<file path="src/rtl/pinirq_pkg.sv">
package pinirq_pkg;
  localparam int REG_W    = 8;
  localparam int BIT_MODE = 0;
  localparam int BIT_IE   = 1;
  localparam int BIT_ACK  = 2;
  localparam int BIT_FLAG = 3;
  localparam int BIT_PE   = 4;
  localparam int BIT_POL  = 5;

  typedef struct packed {
    logic pol;
    logic pe;
    logic ie;
    logic mode;
  } ctrl_t;
endpackage

</file>
<file path="src/rtl/pinirq_sync.sv">
module pinirq_sync #(
  parameter int STAGES = 2
) (
  input  logic clk,
  input  logic rst,
  input  logic d_async,
  output logic d_sync
);
  logic [STAGES-1:0] chain_q;

  always_ff @(posedge clk) begin
    if (rst) chain_q <= '0;
    else     chain_q <= {chain_q[STAGES-2:0], d_async};
  end

  assign d_sync = chain_q[STAGES-1];
endmodule

</file>
<file path="src/rtl/pinirq_detect.sv">
module pinirq_detect
  import pinirq_pkg::*;
(
  input  logic  clk,
  input  logic  rst,
  input  logic  pin_s,
  input  logic  run_mode,
  input  ctrl_t ctrl,
  output logic  det_event
);
  logic prev_q;
  logic lvl_on, edge_on, pol_ok;

  always_ff @(posedge clk) begin
    if (rst) prev_q <= 1'b0;
    else     prev_q <= pin_s;
  end

  always_comb begin
    lvl_on  = ctrl.pol ? pin_s : ~pin_s;
    edge_on = ctrl.pol ? (pin_s & ~prev_q) : (~pin_s & prev_q);
    pol_ok  = ~ctrl.pol | run_mode;
    det_event = ctrl.pe & pol_ok & (edge_on | (ctrl.mode & lvl_on));
  end
endmodule

</file>
<file path="src/rtl/pinirq_csr.sv">
module pinirq_csr
  import pinirq_pkg::*;
(
  input  logic             clk,
  input  logic             por,
  input  logic             rst,
  input  logic             wr_en,
  input  logic [REG_W-1:0] wr_data,
  input  logic             det_event,
  output ctrl_t            ctrl,
  output logic [REG_W-1:0] rd_data,
  output logic             irq
);
  localparam logic [REG_W-1:0] USED_MASK =
    (REG_W'(1) << BIT_POL) | (REG_W'(1) << BIT_PE) | (REG_W'(1) << BIT_ACK) |
    (REG_W'(1) << BIT_IE)  | (REG_W'(1) << BIT_MODE);

  ctrl_t ctrl_q;
  logic  pend_q;
  logic  ack_clr;
  logic  unused_wr;

  assign ack_clr   = wr_en & wr_data[BIT_ACK] & ~rst;
  assign unused_wr = ^(wr_data & ~USED_MASK);

  always_ff @(posedge clk) begin
    if (por || rst) begin
      ctrl_q <= '0;
    end else if (wr_en) begin
      ctrl_q.pol  <= wr_data[BIT_POL];
      ctrl_q.pe   <= wr_data[BIT_PE];
      ctrl_q.ie   <= wr_data[BIT_IE];
      ctrl_q.mode <= wr_data[BIT_MODE];
    end
  end

  always_ff @(posedge clk) begin
    if (por)            pend_q <= 1'b0;
    else if (det_event) pend_q <= 1'b1;
    else if (ack_clr)   pend_q <= 1'b0;
  end

  always_comb begin
    rd_data           = '0;
    rd_data[BIT_POL]  = ctrl_q.pol;
    rd_data[BIT_PE]   = ctrl_q.pe;
    rd_data[BIT_FLAG] = pend_q;
    rd_data[BIT_IE]   = ctrl_q.ie;
    rd_data[BIT_MODE] = ctrl_q.mode;
  end

  assign irq  = pend_q & ctrl_q.ie;
  assign ctrl = ctrl_q;

  a_r9_rise_needs_event: assert property (@(posedge clk) disable iff (por)
    $rose(pend_q) |-> $past(det_event));
  a_r9_fall_needs_ack: assert property (@(posedge clk) disable iff (por)
    $fell(pend_q) |-> ($past(ack_clr) || $past(por)));
  a_r10_event_beats_ack: assert property (@(posedge clk) disable iff (por)
    (det_event && ack_clr) |=> pend_q);
  a_r2_flag_kept_on_rst: assert property (@(posedge clk) disable iff (por)
    (rst && pend_q) |=> pend_q);
endmodule

</file>
<file path="src/rtl/pinirq_ctrl.sv">
module pinirq_ctrl
  import pinirq_pkg::*;
#(
  parameter int SYNC_STAGES = 2
) (
  input  logic             clk,
  input  logic             por,
  input  logic             rst,
  input  logic             run_mode,
  input  logic             pin_async,
  input  logic             wr_en,
  input  logic [REG_W-1:0] wr_data,
  output logic [REG_W-1:0] rd_data,
  output logic             irq
);
  logic  any_rst;
  logic  pin_s;
  logic  det_event;
  ctrl_t ctrl;

  assign any_rst = por | rst;

  pinirq_sync #(.STAGES(SYNC_STAGES)) u_sync (
    .clk(clk), .rst(any_rst), .d_async(pin_async), .d_sync(pin_s)
  );

  pinirq_detect u_det (
    .clk(clk), .rst(any_rst), .pin_s(pin_s), .run_mode(run_mode),
    .ctrl(ctrl), .det_event(det_event)
  );

  pinirq_csr u_csr (
    .clk(clk), .por(por), .rst(rst), .wr_en(wr_en), .wr_data(wr_data),
    .det_event(det_event), .ctrl(ctrl), .rd_data(rd_data), .irq(irq)
  );

  a_r6_no_rise_outside_run: assert property (@(posedge clk) disable iff (por)
    (ctrl.pol && !run_mode) |-> !det_event);
  a_r8_disabled_no_event: assert property (@(posedge clk) disable iff (por)
    !ctrl.pe |-> !det_event);
  a_r11_irq_needs_enable: assert property (@(posedge clk) disable iff (por)
    irq |-> rd_data[BIT_IE] && rd_data[BIT_FLAG]);
endmodule

</file>
<file path="config.mk">
export PLATFORM = sky130hd
export DESIGN_NAME = pinirq_ctrl
export DESIGN_NICKNAME = d
export VERILOG_FILES = /design/src/rtl/pinirq_pkg.sv /design/src/rtl/pinirq_sync.sv /design/src/rtl/pinirq_detect.sv /design/src/rtl/pinirq_csr.sv /design/src/rtl/pinirq_ctrl.sv
export SDC_FILE = /design/constraint.sdc
export NUM_CORES = 1
export LEC_CHECK = 0
export BUFFER_PORTS_ARGS = -buffer_cell sky130_fd_sc_hd__buf_2
export CORE_AREA = 4 4 41 43
export DETAILED_ROUTE_END_ITERATION = 6
export DIE_AREA = 0 0 45 47
export PLACE_DENSITY = 0.61
export REMOVE_ABC_BUFFERS = 1
export SYNTH_ARGS = -nofsm -noshare
export SYNTH_HDL_FRONTEND = slang
export SYNTH_SLANG_ARGS = --single-unit
</file>
<file path="constraint.sdc">
create_clock -name clk -period 2.1 [get_ports clk]
set_input_delay 0.315 -clock clk [delete_from_list [all_inputs] [get_ports clk]]
set_output_delay 0.315 -clock clk [all_outputs]
set_load 0.02 [all_outputs]
</file>
## Yosys cells after proc, flatten, opt, wreduce, memory -nomap -nowiden

Cells that the tools add are included.

- Bits in read-only memories: 0
- Output and inout port bits: 9
- Register bits: 8
- Word-level logic and storage cells: 28
- Input bits: 14
- RAM bits: 0
- Latch bits: 0
- Memories: 0

- Equality and inequality tests: 0
- Reductions and logical operators: 2
- Bitwise gates (word level): 15
- Magnitude comparators: 0
- Muxes and demuxes: 4
- $mul: 0
- Add/sub/neg operators: 0
- Shifts and indexed selects: 0
- Divide/modulo/power cells: 0

Operators with widths:

| operator | number |
|---|---|
| $and 1x1->1 | 8 |
| $mux 1 | 4 |
| $not 1->1 | 4 |
| $or 1x1->1 | 3 |
| $reduce_bool 2->1 | 1 |
| $logic_or 1x1->1 | 1 |

## Depth between registers and ports, before layout

- Depth after elaboration: 6
- Depth in mapped cells: 4
- Gate-level depth less buffers: 3

## By module

From an unflattened synthesis, not the netlist that was laid out.

- Cell total of the unflattened synthesis: 39
- Area total of the unflattened synthesis: 385.4 µm²

By module, submodules not included:

| module | area each (µm²) | seq. area each (µm²) | instances | cells each |
|---|---|---|---|---|
| pinirq_csr | 260.2 | 100.1 | 1 | 27 |
| pinirq_detect | 66.3 | 20.0 | 1 | 7 |
| pinirq_sync | 52.6 | 40.0 | 1 | 4 |
| pinirq_ctrl | 6.3 | 0.0 | 1 | 1 |

## Worst setup path after synthesis

No wires, ideal clock.

- Path kind: reg2out
- Start point: register u_csr.ctrl_q (netlist bit u_csr.ctrl[1])
- End point: output port irq
- Data arrival time: 697 ps
- Required time: 1,785 ps
- Cell stages (with the launch flop): 2
- Path buffers: 0
- Setup slack: 1,088 ps
- Path through: dfxtp_1 -> and2_1

- Word-level cells in the longest chain between the ends: 1

Ends and longest elaborated chain:

| what | RTL line | source |
|---|---|---|
| start: declaration | pinirq_csr.sv:18 | `ctrl_t ctrl_q;` |
| $and 1x1->1 | pinirq_csr.sv:52 | `assign irq = pend_q & ctrl_q.ie;` |
| end: declaration | pinirq_ctrl.sv:14 | `output logic irq` |

Every way passes these cells.

## Worst setup path in the final report

Ends and elaborated chain as after synthesis.

==> summary.txt <==
Placement
  • Post-detail-place hpwl: 556 um
  • IO buf count: 16
  • Routability Congestion: 0.644
  • Inst Count DP: 64

Finish
  • Final net count: 68
  • Fillers: 153
  • Multi-input logic area: 155 um^2
  • Util after Layout: 0.336
  • Fraction of layout cells with a size suffix above 1: 0.385
  • P&R area growth vs syn: 26.4%
  • Post-Layout Cell Count: 67
  • # diodes: 0
  • Register area: 160 um^2

Global routing
  • GRT overflow: 0
  • Largest net degree at the start of global routing: 8
  • Number of global-route vias before repair: 253
  • Antenna violations before repair: 0
  • GRT Total Usage: 0.0777
  • First-pass GRT wire length: 1.08 mm

Pwr
  • Worst vdd ir: 320 uV
  • PwrDens: 704 nW/um^2
  • Leakage: 0.226 nW

Yosys
  • FFs w/ async S/R, synth: 0
  • Syn Area/Cell: 9.59 um^2
  • Count leader, synth: dfxtp_1
  • Post-synth cell types: 15
  • Post-synth EDFFs: 0
  • Yosys warns: 0
  • Flops & latches, synth: 8
  • Most frequent cells after synthesis: 8 x dfxtp_1, 5 x buf_4, 4 x and2_1, 4 x mux2i_1, 4 x nor3_1
  • Most used DFF post-synth: dfxtp_1
  • Area share of the largest cell type after synthesis: 0.464
  • Mapped Cells: 36
  • Area contributors post-synth: dfxtp_1 46%, mux2i_1 12%, buf_4 11%
  • Synth Cell Area: 345 um^2
  • Yosys top cell by area: dfxtp_1
  • Part of the Yosys area used for sequential elements: 0.464

Clock network
  • TritonCTS clock tree: built
  • Total CTS buffers: 3
  • Root Buffer: clkbuf_4
  • Post-CTS Hold Fix Bufs: 0
  • CTS Buffer Depth: 2
  • Post-cts resize count: 0
  • Clk sinks: 8
  • Clock-pin slew on the worst setup and hold paths: 0.05 ns
  • H-tree lvl count: 1
  • Buffers inserted by post-CTS timing repair: 0
  • Clock Latency Late Sink: 0.25 ns

Route
  • Drt drc: 0
  • Wl on met1: 294 um
  • Routed wire length: 699 um
  • Vias per cell: 4.37
  • Via count: 293
  • Routed length on met2: 290 um
  • WL/cell: 10.4 um
  • Top Layer Used: met4
  • Met3 WL: 88 um
  • Routed Antenna Nets: 0
  • First-pass DRT Iterations: 2
  • DR iter-0 viols: 3

Worst setup path
  • Arr. time, crit path: 0.85 ns
  • Flop-to-flop setup slack: 1.28 ns
  • WS Path Type: register to primary output
  • Setup crit end kind: primary output
  • Crit path launch: u_csr.ctrl[1]
  • Crit-path max FO: 3
  • Crit start category: register
  • Worst path required time: 1.78 ns
  • Reg-to-Reg Start: u_csr.ctrl[3]

Min path
  • Hold path startpoint: pin_async
  • Worst Hold Class: input pin to register

STA
  • Max Fclk: 856 MHz
  • Clk_skew: 0.00606 ns
  • Final Setup Violations: 0
  • Min Tclk post-route: 1.17 ns
  • Final Hold Fails: 0
  • RSZ-0062 raised after global routing: false
  • Setup TNS: 0 ns
  • Post-route clock period utilization: 0.556
  • Slew Limit Fails: 0
  • Hold Slack: 0.262 ns

Floorplanning
  • Initial Util: 0.265
  • Row count: 13
  • # IOs: 23
  • Die area: 2120 um^2
  • Die width: 45 um
  • Core area: 1300 um^2
  • Die Y: 47 um

Outcome
  • Status: finished, final reports clean

Job
  • Max cap viols: 0
## per-layer routing
| metal | global-route usage | vias to the layer above |
|---|---|---|
| li1 | - | 148 |
| met1 | 0.0826 | 125 |
| met2 | 0.107 | 16 |
| met3 | 0.0345 | 4 |
| met4 | 0.0877 | 0 |
| met5 | 0 | - |
## state kept, by name, summed over array words and instances (netlist names)
signal and count:
u_csr.ctrl 4, u_csr.pend_q 1, u_det.prev_q 1, u_sync.chain_q 2
## stage by stage
step | setup slack, ns | instance area (um^2) | power (mW)
final | 0.932 | 437 | 0.307
after CTS | 0.920 | 437 | 0.314
after global placement | 1.19 | 414 | 0.196
after floorplan | 1.09 | 315 | 0.179
after detailed placement | 1.19 | 414 | 0.196
after global routing | 0.876 | 437 | 0.328
## logic make-up after synthesis
family	after synthesis	share of synthesized area
AOI/OAI and AO/OA	4	0.0688
xor gates and xnor gates	1	0.0254
buffers and inverters	5	0.109
DFF	8	0.464
muxes	4	0.116
other	1	0.0109
and+or+nand+nor	13	0.206
## critical path, stage by stage, from the launching register on
cell and delay [ns]:
dfxtp_1 0.33, and2_1 0.12, buf_2 0.15
## cells in the final DEF (no fill, tap or decap)
cell	instances
o21a_2	1
nor2_1	1
clkbuf_4	3
and2_1	4
nand3_1	1
xor2_1	1
nand2_1	1
and2b_1	1
o21ai_0	1
nor2b_1	1
o21ai_1	2
nor3_1	4
conb_1	3
mux2i_1	4
buf_2	16
dfxtp_1	8
## power breakdown
part / switching, mW / total [mW] / internal [mW]
clock network: 0.0491 / 0.114 / 0.0652
logic: 0.0198 / 0.0346 / 0.0148
registers: 0.00253 / 0.158 / 0.156
total: 0.0714 / 0.307 / 0.236
## final timing paths
check / end / cells after the start
worst min register to register: u_sync.chain_q[1] / 1
worst max register to register: u_csr.pend_q / 3
worst min-delay path: u_sync.chain_q[0] / 2
worst max-delay path: irq / 2
## final cells by class
cell class                 instances  area share
clock buffer                       3      0.0516
multi-input combinational         25       0.355
sequential                         8       0.367
tap                               15      0.0430
timing repair buffer              16       0.183
Power figures use the tool's default switching activity.
